## src/rtl/fault_loop_tester.sv

```systemverilog
module fault_loop_tester #(
  parameter int DW = 32,
  parameter int AW = 32,
  parameter int RAW = 2,
  parameter int ITERS = 200,
  parameter logic [AW-1:0] DBL_OFFSET = AW'(32'h2000)
) (
  input  logic           clk,
  input  logic           rst_n,
  input  logic           start,
  input  logic           dbl_mode,
  input  logic [AW-1:0]  base_addr,
  input  logic [DW-1:0]  pattern,
  output logic           busy,
  output logic           done,
  output logic           fail,
  output logic [$clog2(ITERS+1)-1:0] iter_count,
  output logic [AW-1:0]  fail_addr,
  output logic           reg_req,
  output logic           reg_we,
  output logic [RAW-1:0] reg_addr,
  output logic [DW-1:0]  reg_wdata,
  input  logic           reg_ack,
  input  logic [DW-1:0]  reg_rdata,
  output logic           mem_req,
  output logic           mem_we,
  output logic [AW-1:0]  mem_addr,
  output logic [DW-1:0]  mem_wdata,
  input  logic           mem_ack,
  input  logic [DW-1:0]  mem_rdata,
  input  logic           mem_dbl
);
  localparam int CW = $clog2(ITERS + 1);
  localparam int BW = (DW > 1) ? $clog2(DW) : 1;
  localparam logic [RAW-1:0] A_CTRL = RAW'(0);
  localparam logic [RAW-1:0] A_CLR  = RAW'(1);
  localparam logic [RAW-1:0] A_CNT1 = RAW'(2);
  localparam logic [RAW-1:0] A_CNT2 = RAW'(3);

  typedef enum logic [3:0] {
    S_IDLE, S_CLR, S_EN1, S_WCLN, S_DIS, S_WBAD, S_EN2, S_RD, S_CNT
  } st_t;

  st_t            st;
  logic           mode;
  logic [AW-1:0]  taddr;
  logic [DW-1:0]  pat;
  logic [CW-1:0]  iter;
  logic [BW-1:0]  bitp;
  logic [BW-1:0]  bitp2;
  logic [DW-1:0]  flip;
  logic           ack;
  logic           rd_ok;
  logic           cnt_ok;

  assign bitp2  = (bitp == BW'(DW - 1)) ? '0 : bitp + 1'b1;
  assign flip   = (DW'(1) << bitp) | (mode ? (DW'(1) << bitp2) : '0);

  assign reg_req   = st inside {S_CLR, S_EN1, S_DIS, S_EN2, S_CNT};
  assign reg_we    = st != S_CNT;
  assign reg_addr  = (st == S_CLR) ? A_CLR : (st == S_CNT) ? (mode ? A_CNT2 : A_CNT1) : A_CTRL;
  assign reg_wdata = DW'(st != S_DIS);

  assign mem_req   = st inside {S_WCLN, S_WBAD, S_RD};
  assign mem_we    = st != S_RD;
  assign mem_addr  = taddr;
  assign mem_wdata = (st == S_WBAD) ? (pat ^ flip) : pat;

  assign ack    = reg_req ? reg_ack : (mem_req & mem_ack);
  assign rd_ok  = mode ? mem_dbl : (mem_rdata == pat && !mem_dbl);
  assign cnt_ok = reg_rdata == DW'(iter) + DW'(1);

  assign busy       = st != S_IDLE;
  assign iter_count = iter;

  always_ff @(posedge clk or negedge rst_n) begin
    if (!rst_n) begin
      st        <= S_IDLE;
      mode      <= 1'b0;
      taddr     <= '0;
      pat       <= '0;
      iter      <= '0;
      bitp      <= '0;
      done      <= 1'b0;
      fail      <= 1'b0;
      fail_addr <= '0;
    end else begin
      done <= 1'b0;
      if (st == S_IDLE) begin
        if (start) begin
          mode  <= dbl_mode;
          taddr <= base_addr + (dbl_mode ? DBL_OFFSET : '0);
          pat   <= pattern;
          iter  <= '0;
          bitp  <= '0;
          fail  <= 1'b0;
          st    <= S_CLR;
        end
      end else if (ack) begin
        case (st)
          S_CLR:  st <= S_EN1;
          S_EN1:  st <= S_WCLN;
          S_WCLN: st <= S_DIS;
          S_DIS:  st <= S_WBAD;
          S_WBAD: st <= S_EN2;
          S_EN2:  st <= S_RD;
          S_RD: begin
            if (rd_ok) st <= S_CNT;
            else begin
              st        <= S_IDLE;
              done      <= 1'b1;
              fail      <= 1'b1;
              fail_addr <= taddr;
            end
          end
          S_CNT: begin
            if (!cnt_ok) begin
              st        <= S_IDLE;
              done      <= 1'b1;
              fail      <= 1'b1;
              fail_addr <= taddr;
            end else begin
              iter <= iter + 1'b1;
              bitp <= bitp2;
              if (iter == CW'(ITERS - 1)) begin
                st   <= S_IDLE;
                done <= 1'b1;
              end else st <= S_EN1;
            end
          end
          default: st <= S_IDLE;
        endcase
      end
    end
  end
endmodule

```

## config.mk

```make
export PLATFORM = sky130hd
export DESIGN_NAME = fault_loop_tester
export DESIGN_NICKNAME = d
export VERILOG_FILES = /design/src/rtl/fault_loop_tester.sv
export SDC_FILE = /design/constraint.sdc
export NUM_CORES = 1
export LEC_CHECK = 0
export BUFFER_PORTS_ARGS = -buffer_cell sky130_fd_sc_hd__buf_2
export CORE_UTILIZATION = 54
export CTS_BUF_LIST = sky130_fd_sc_hd__clkbuf_4 sky130_fd_sc_hd__clkbuf_8
export CTS_CLUSTER_DIAMETER = 120
export DETAILED_ROUTE_END_ITERATION = 6
export PLACE_DENSITY_LB_ADDON = 0.05
export SYNTH_ARGS = -nofsm -noshare
export SYNTH_HDL_FRONTEND = slang
export SYNTH_SLANG_ARGS = --single-unit
```

## constraint.sdc

```tcl
create_clock -name clk -period 6.6 [get_ports clk]
set_clock_uncertainty 0.15 [all_clocks]
set_input_delay 0.66 -clock clk [delete_from_list [all_inputs] [get_ports clk]]
set_output_delay 0.66 -clock clk [all_outputs]
set_load 0.01 [all_outputs]
```

==> run summary, run 1 <==
core region area: 12200 µm²
Buf/Inv on CP: 1
area leader, netlist: dfrtp_1
Pleak: 4.13 nW
initial antenna violation count: 5
post-layout util: 0.699
worst path required time: 5.79 ns
Yosys cell types: 56
share of the synthesized area in the top cell type: 0.421
Setup Fix Bufs, Post-CTS: 0
FP Rows: 40
gr ovfl total: 0
Post-synth EDFFs: 0
DRT Pass-1 Iters: 5
peak fanout along the critical path: 8
HPWL after DPL: 13.2 mm
dominant cells by area after synthesis: dfrtp_1, mux2_2, xor2_1
Die X: 115 µm
clock slew at reported path FFs: 0.07 ns
Seq. cell area: 2900 µm²
routed wire length per instance: 16.8 µm
Peak Freq: 242 MHz
CP startpoint: bitp[0]$_DFFE_PN0P_
GP Congestion: 0.891
Worst R2R Start: iter_count[0]$_DFFE_PN0P_
outcome: completed
final hold vios: 0
TritonCTS buffer count: 17
Skew-Pair Late Insertion Delay: 0.45 ns
Sink Count: 116
routed wire length: 17.8 mm
Worst Setup Path Type: register to output port
Hold WC Path Type: input pin to asynchronous set/reset pin
Critical-path top delay cell: nor3_1
port buffer count: 248
worst slew pin tran: 1.13 ns
RSZ-0062 raised after global routing: no
minimum clock period: 4.14 ns
layout cells sized above 1: 0.422
Starting Density: 0.565
Fin Setup TNS: 0 ns
sequential-to-total area share from yosys stat: 0.421
I/O pins: 280
most numerous cell in the Yosys netlist: dfrtp_1
via count: 5738
Synth Register Bits: 116
cts hold-fix bufs: 0
fin. max-slew vios: 0
Post-synth ARST share: 1.00
max_cap viols: 0
Iter 0 DRT Violations: 256
vias in the first global route: 5718
CP startpoint kind: register
htree depth: 4
# nets final: 1026
critical path arrival: 3.33 ns
Worst R2R Path Depth: 9
Root Driver: clkbuf_8
largest net degree at the start of global routing: 92
Clock Path Buffers: 2
worst vdd ir: 0.285 mV
Post-CTS Resized: 0
reg-to-reg slack, setup: 3.15 ns
pre-CTS setup slack: 3.00 ns
number of routed nets with antenna violations: 0
die height: 115 µm
max_slew headroom: 0.244
largest stage delay on the critical path: 0.70 ns
Pwr Density: 397 nW/µm²
final setup fails: 0
Main synth FF type: dfrtp_1
Final Cycle Share: 0.627
cell area after synthesis: 6900 µm²
Mapped Cells: 643
Area Growth Syn to Fin: 23.7%
Syn Area/Cell: 10.7 µm²
vias per inst: 5.39
Total GRT Usage: 0.279
delay-heaviest family, CP: simple AND/OR/NAND/NOR gates
area occupied by multi-input gates: 3710 µm²
first-pass GRT wire length: 28.2 mm
DRC Markers: 0
crit-path cells: ha_1 > and3_1 > ha_1 > nand2b_1 > nor3_1 > a32oi_1 > nor2_1 > xor2_1 > buf_2
Commonest cells post-synth: dfrtp_1, mux2_2, xor2_1, nor2_1
PnR worst setup slack: 2.46 ns
CP Capture Type: output port
yosys warns: 0
worst r2r dst: fail_addr[31]$_DFFE_PN0P_
CTS tree: yes
FILL cells: 988
Crit path top cell by count: ha_1
Worst Hold Slack: 0.0889 ns
DIE AREA: 13200 µm²
[worst max path at each step]
stage | end | slack (ns) | cells after the start
6_report | mem_wdata[15] | 2.46 | 9
5_1_grt | mem_wdata[27] | 2.27 | 8
4_1_cts | mem_wdata[15] | 2.47 | 9
3_5_place_dp | mem_wdata[15] | 3.00 | 9
3_3_place_gp | mem_wdata[15] | 3.05 | 9
2_1_floorplan | mem_wdata[12] | 3.51 | 8
[placed cells by master (no fill, tap or decap), types with 29 or more instances in the layout]
master,Yosys,final
nor2_1,49,49
xnor2_1,40,40
nand2_1,40,39
conb_1,1,31
mux2_4,29,29
buf_2,2,247
xor2_1,52,52
dfrtp_1,116,116
o21ai_0,31,31
mux2_2,55,55
[layout make-up]
| cell class | instances | area share |
|---|---|---|
| Antenna cell | 3 | 0.000880 |
| Clock buffer | 20 | 0.0308 |
| Clock inverter | 12 | 0.0183 |
| Inverter | 5 | 0.00220 |
| Multi-Input combinational cell | 490 | 0.435 |
| Sequential cell | 116 | 0.340 |
| Tap cell | 168 | 0.0246 |
| Timing Repair Buffer | 250 | 0.148 |
[worst reg2reg max path, cell delays in order (launching register included)]
cell      delay (ns)
dfrtp_1         0.48
ha_1            0.34
nand2_1         0.16
xor2_1          0.21
and3b_1         0.20
o221ai_2        0.48
nor3_4          0.11
a211oi_4        0.22
buf_4           0.55
mux2_2          0.42
[flip-flops by register name (all words and copies together) (netlist names)]
| register | count |
|---|---|
| iter_count | 8 |
| mode | 1 |
| fail_addr | 32 |
| fail | 1 |
| pat | 32 |
| mem_addr | 32 |
| done | 1 |
| bitp | 5 |
| st | 4 |
[through the flow]
stage	power, mW	cells	instance area, µm²
after global routing	3.59	1064	8530
final	3.39	1064	8530
after CTS	3.42	1061	8520
after detailed placement	2.71	1029	8110
after floorplan	2.17	673	7010
after global placement	2.65	1029	8110
[cell families after synthesis]
group,count (synthesis),synth area share
flops,116,0.421
mux,85,0.154
simple gates,186,0.138
fa+ha+maj,11,0.0200
other cells,1,0.000544
compound gates,85,0.0920
buf+inv,67,0.0577
xor+xnor,92,0.117
[metal layers]
layer	global-route usage	vias up	wire (µm)
met5	0	-	8
met4	0.120	2	399
met3	0.0912	42	1370
met2	0.469	248	8950
met1	0.328	2750	7100
li1	-	2696	-
[power breakdown]
part / internal, mW / switching, mW / total, mW / leakage (nW)
combinational: 0.719 / 0.655 / 1.37 / 2.48
sequential: 1.02 / 0.295 / 1.32 / 1.45
clock: 0.391 / 0.306 / 0.698 / 0.202
Power figures use the tool's default switching activity.
==> run 2: changes to the inputs <==
--- a/config.mk
+++ b/config.mk
@@ -5,8 +5,9 @@
 export SDC_FILE = /design/constraint.sdc
 export NUM_CORES = 1
 export LEC_CHECK = 0
+export ABC_AREA = 1
 export BUFFER_PORTS_ARGS = -buffer_cell sky130_fd_sc_hd__buf_2
-export CORE_UTILIZATION = 54
+export CORE_UTILIZATION = 51
 export CTS_BUF_LIST = sky130_fd_sc_hd__clkbuf_4 sky130_fd_sc_hd__clkbuf_8
 export CTS_CLUSTER_DIAMETER = 120
 export DETAILED_ROUTE_END_ITERATION = 6
==> constraint.sdc (replaced) <==
create_clock -name clk -period 4.32 [get_ports clk]
set_clock_uncertainty 0.15 [all_clocks]
set_input_delay 0.432 -clock clk [delete_from_list [all_inputs] [get_ports clk]]
set_output_delay 0.432 -clock clk [all_outputs]
set_load 0.01 [all_outputs]
==> run 2 against run 1 <==
  * The flow now finishes with violations (negative hold slack)
  * Global-route usage up 0.44 points
  * Combinational power grew 69%
  * Worst hold slack worse by 0.095 ns
  * Sequential share of layout area shrank 1.3 points
  * Core utilization shrank 5.6 points
  * Clock power up 53%
  * Final cell count grew 35%
  * Register-to-register slack got worse by 1.8 ns
  * Critical endpoint is now mem_wdata[20]
  * Largest cell class unchanged
  * Highest routed layer unchanged
==> run summary, run 2 <==
Power, Total: 5.17 mW
DRT Pass-1 Iters: 7
Sink Count: 116
outcome: finished with violations
crit-path cells: ha_1 > inv_1 > nor2_1 > ha_1 > nor2_1 > inv_1 > nor2_1 > nand2_1 > o22ai_1 > nand2_1 > xor2_1 > buf_2
PnR worst setup slack: 0.916 ns
pre-CTS setup slack: 1.35 ns
cell area after synthesis: 7220 µm²
most numerous cell in the Yosys netlist: nand2_1
Syn Area/Cell: 7.16 µm²
sequential-to-total area share from yosys stat: 0.402
Pleak: 4.77 nW
DIE AREA: 14600 µm²
initial antenna violation count: 2
core region area: 13800 µm²
Post-synth ARST share: 1.00
GP Congestion: 0.913
peak fanout along the critical path: 8
Synth Register Bits: 116
Final Cycle Share: 0.788
RSZ-0062 raised after global routing: no
Crit path top cell by count: nor2_1
Root Driver: clkbuf_8
commonest non-fill, non-tap cell in the layout: nand2_1
Main synth FF type: dfrtp_1
I/O pins: 280
routed wire length: 20.1 mm
layout cells sized above 1: 0.256
gr ovfl total: 0
fin cells: 1441
Pwr Density: 583 nW/µm²
clock slew at reported path FFs: 0.07 ns
DRC Markers: 0
Clock Path Buffers: 2
htree depth: 4
dominant cells by area after synthesis: dfrtp_1, nand2_1, o21ai_0
number of routed nets with antenna violations: 0
TritonCTS buffer count: 17
final setup fails: 0
Peak Freq: 294 MHz
Total GRT Usage: 0.283
minimum clock period: 3.40 ns
DP Cell Count: 1404
CP Capture Type: output port
Mapped Cells: 1008
Commonest cells post-synth: nand2_1, dfrtp_1, inv_1, o21ai_0, nor2_1
Die X: 121 µm
Area Growth Syn to Fin: 23.1%
Worst Hold Slack: -0.00644 ns
first-pass GRT wire length: 32.2 mm
largest net degree at the start of global routing: 80
Critical-path top delay cell: dfrtp_1
port buffer count: 248
area leader, netlist: dfrtp_1
Starting Density: 0.522
die height: 121 µm
largest stage delay on the critical path: 0.46 ns
Post-synth EDFFs: 0
# nets final: 1391
via count: 7136
vias per inst: 4.95
fin. max-slew vios: 0
yosys warns: 0
CP startpoint kind: register
HPWL after DPL: 14.9 mm
Skew-Pair Late Insertion Delay: 0.46 ns
routed wire length per instance: 13.9 µm
share of the synthesized area in the top cell type: 0.402
Iter 0 DRT Violations: 481
max_cap viols: 0
Worst Setup Path Type: register to output port
FP Rows: 43
final hold vios: 3
failing checks: negative hold slack
Fin Setup TNS: 0 ns
most frequent cells in the layout: nand2_1, buf_2, dfrtp_1
max_slew headroom: 0.330
worst slew pin tran: 1.00 ns
critical path arrival: 2.82 ns
CTS tree: yes
Yosys cell types: 37
worst path required time: 3.74 ns
Hold WC Path Type: input pin to asynchronous set/reset pin
vias in the first global route: 6474
worst vdd ir: 0.330 mV
[run 2: cell families after synthesis]
logic type | share of synthesized area
AOI/OAI and AO/OA | 0.108
xor gates and xnor gates | 0.0680
adders and majority gates | 0.0191
buffers and inverters | 0.105
DFF | 0.402
other | 0.000520
and+or+nand+nor | 0.297
[run 2: critical path: cells and delay by family (launching register included)]
family	cells	cell delay [ns]
AO/OA/AOI/OAI	1	0.19
XOR/XNOR	1	0.15
adder cells (fa/ha/maj)	2	0.47
buffers and inverters	3	0.35
flip-flops	1	0.46
AND/OR/NAND/NOR	5	0.77
[run 2: repair_timing]
item	4_1_cts	5_1_grt
setup buffers	0	0
hold buffers	2	0
gates resized for setup	0	0
hold endpoints to repair	2	0
[run 2: where the power goes]
| part | total (mW) | internal [mW] | switching [mW] |
|---|---|---|---|
| registers | 1.79 | 1.48 | 0.306 |
| clock network | 1.07 | 0.574 | 0.492 |
| logic | 2.32 | 0.833 | 1.48 |
[run 2: per-stage QoR]
step	instance area (µm²)	hold slack (ns)	utilization
3_3_place_gp	8440	0.309	0.610
4_1_cts	8870	0.00383	0.642
6_report	8880	-0.00644	0.642
5_1_grt	8870	0.0117	0.642
3_5_place_dp	8440	0.315	0.610
2_1_floorplan	7330	-0.0136	-
[run 2: layout make-up]
| cell class | count | area (µm²) |
|---|---|---|
| antenna | 3 | 7.51 |
| clock buffer | 17 | 234 |
| clock inverter | 15 | 183 |
| fill | 1329 | 4940 |
| inverter | 92 | 345 |
| multi-input combinational | 762 | 3680 |
| sequential | 116 | 2900 |
| tap | 180 | 225 |
| timing repair buffer | 256 | 1310 |
[run 2: layer usage]
layer | vias up | track usage | part of all wire
li1 | 3598 | - | -
met1 | 3205 | 0.387 | 0.46
met2 | 291 | 0.430 | 0.44
met3 | 40 | 0.0766 | 0.079
met4 | 2 | 0.102 | 0.024
met5 | - | 0 | 0.00065
[run 2: final timing paths]
check | startpoint | end | depth (start not counted) | slack (ns)
min in group clk | base_addr[11] | mem_addr[11]$_DFFE_PN0P_ | 3 | 0.01
max reg2reg | st[3]$_DFFE_PN0P_ | fail_addr[11]$_DFFE_PN0P_ | 10 | 1.36
min | rst_n | mem_addr[1]$_DFFE_PN0P_ | 1 | -0.006
min reg2reg | fail_addr[15]$_DFFE_PN0P_ | fail_addr[15]$_DFFE_PN0P_ | 2 | 0.33
max | bitp[0]$_DFFE_PN0P_ | mem_wdata[20] | 12 | 0.92
max in group asynchronous | rst_n | iter_count[7]$_DFFE_PN0P_ | 2 | 3.15
==> run 3: changes to the inputs <==
--- a/config.mk
+++ b/config.mk
@@ -5,7 +5,7 @@
 export SDC_FILE = /design/constraint.sdc
 export NUM_CORES = 1
 export LEC_CHECK = 0
-export ABC_AREA = 1
+export ABC_AREA = 0
 export BUFFER_PORTS_ARGS = -buffer_cell sky130_fd_sc_hd__buf_2
 export CORE_UTILIZATION = 51
 export CTS_BUF_LIST = sky130_fd_sc_hd__clkbuf_4 sky130_fd_sc_hd__clkbuf_8
==> constraint.sdc (replaced) <==
create_clock -name clk -period 3.5 [get_ports clk]
set_clock_uncertainty 0.15 [all_clocks]
set_input_delay 0.35 -clock clk [delete_from_list [all_inputs] [get_ports clk]]
set_output_delay 0.35 -clock clk [all_outputs]
set_load 0.01 [all_outputs]
==> run 3 against run 2 <==
  * The run now ends clean
  * Critical path depth fell by 3
  * Worst hold slack improved by 0.033 ns
  * Register-to-register slack got worse by 0.81 ns
  * Clock power rose by 21%
  * First-iteration DRC count fell by 49%
  * Combinational power rose by 16%
==> run summary, run 3 (synthesis gave the netlist of run 1 again) <==
met1 usage: 0.327
area occupied by multi-input gates: 3720 µm²
Hold WC Path Type: input pin to register
Iter 0 DRT Violations: 244
Internal Power: 4.09 mW
Seq. cell area: 2900 µm²
Final Cycle Share: 0.954
routed wire length: 18.4 mm
sw frac: 0.365
via count: 5891
Peak Freq: 299 MHz
Area Growth Syn to Fin: 31.9%
final hold vios: 0
# nets final: 1082
Seq pwr share: 0.383
max_cap viols: 0
Worst Setup Path Type: register to output port
GRT busiest layer: met2
most frequent cells in the layout: buf_2, dfrtp_1, mux2_2
clock share of power: 0.200
max_slew headroom: 0.542
FP Rows: 42
gr ovfl total: 0
htree depth: 4
DRC Markers: 0
Skew-Pair Late Insertion Delay: 0.44 ns
vias in the first global route: 6030
Fin Setup TNS: 0 ns
GR Util met3: 0.0724
GP Congestion: 0.881
Power, Total: 6.44 mW
worst path required time: 3.00 ns
DIE AREA: 14000 µm²
worst vdd ir: 0.507 mV
CTS tree: yes
met2 GRT Util: 0.456
port buffer count: 248
Comb power frac: 0.417
Die X: 118 µm
CP startpoint kind: register
core region area: 13200 µm²
HPWL after DPL: 13.3 mm
vias per inst: 5.23
clock slew at reported path FFs: 0.07 ns
first-pass GRT wire length: 29.8 mm
Total GRT Usage: 0.272
P_sw: 2.35 mW
layout cells sized above 1: 0.410
minimum clock period: 3.34 ns
outcome: completed
fin. max-slew vios: 0
largest net degree at the start of global routing: 68
I/O pins: 280
final setup fails: 0
Sink Count: 116
FILL cells: 1051
die height: 118 µm
peak fanout along the critical path: 7
Root Driver: clkbuf_8
Pwr Density: 708 nW/µm²
commonest non-fill, non-tap cell in the layout: buf_2
number of routed nets with antenna violations: 0
DRT Pass-1 Iters: 5
initial antenna violation count: 3
Clock Path Buffers: 2
critical path arrival: 2.84 ns
CP Capture Type: output port
Pleak: 4.38 nW
Starting Density: 0.523
routed wire length per instance: 16.3 µm
worst slew pin tran: 0.686 ns
TritonCTS buffer count: 17
RSZ-0062 raised after global routing: no
Setup Fix Bufs, Post-CTS: 0
-- run 3: area by class of cell --
class,count,share of cell area
Antenna cell,3,0.000825
Multi-Input combinational cell,490,0.409
Clock buffer,20,0.0303
Tap cell,176,0.0242
Inverter,5,0.00206
Timing Repair Buffer,306,0.200
Clock inverter,10,0.0144
Sequential cell,116,0.319
-- run 3: metrics by stage --
stage	setup slack (ns)	util	cells	hold WS, ns	instance area [µm²]
finish	0.160	0.690	1126	0.0265	9100
global route	0.00436	0.690	1126	0.00630	9100
CTS	0.0277	0.689	1123	0.000440	9080
detailed placement	0.517	0.623	1047	0.273	8220
global placement	0.567	0.623	1047	0.262	8220
floorplan	0.610	-	673	-0.0956	7010
-- run 3: per-layer routing --
layer	part of all wire	wire length, µm
met1	0.42	7660
met2	0.50	9170
met3	0.061	1120
met4	0.023	426
met5	0	0
-- run 3: power groups by stage --
stage	Combinational (mW)	Sequential, mW	Clock (mW)
after floorplan	1.58	2.51	0
after global placement	2.60	2.44	0
after detailed placement	2.65	2.47	0
after CTS	2.70	2.46	1.32
after global routing	2.92	2.55	1.38
final	2.68	2.47	1.29
-- run 3: worst paths after layout --
check	startpoint	to	slack, ns	depth (start not counted)
min in group asynchronous	rst_n	pat[6]$_DFFE_PN0P_	0.34	2
max in group asynchronous	rst_n	pat[25]$_DFFE_PN0P_	2.05	3
min	dbl_mode	mode$_DFFE_PN0P_	0.03	2
min reg2reg	fail$_DFFE_PN0P_	fail$_DFFE_PN0P_	0.34	1
max	bitp[0]$_DFFE_PN0P_	mem_wdata[16]	0.16	9
max reg2reg	iter_count[0]$_DFFE_PN0P_	fail_addr[31]$_DFFE_PN0P_	0.55	9
-- run 3: critical path, cell delays in order, from the launching register on --
cell and delay [ns]:
dfrtp_2 0.45, ha_1 0.25, and3_1 0.19, ha_1 0.24, or2_2 0.39, and2_1 0.25, a22oi_1 0.23, nor2_1 0.09
xor2_1 0.16, buf_2 0.16
-- run 3: what timing repair did --
| action | in CTS | in global routing |
|---|---|---|
| setup endpoints to repair | 0 | 15 |
| hold buffers | 46 | 0 |
| endpoints found under the hold margin | 94 | 0 |
| resized for setup | 0 | 3 |
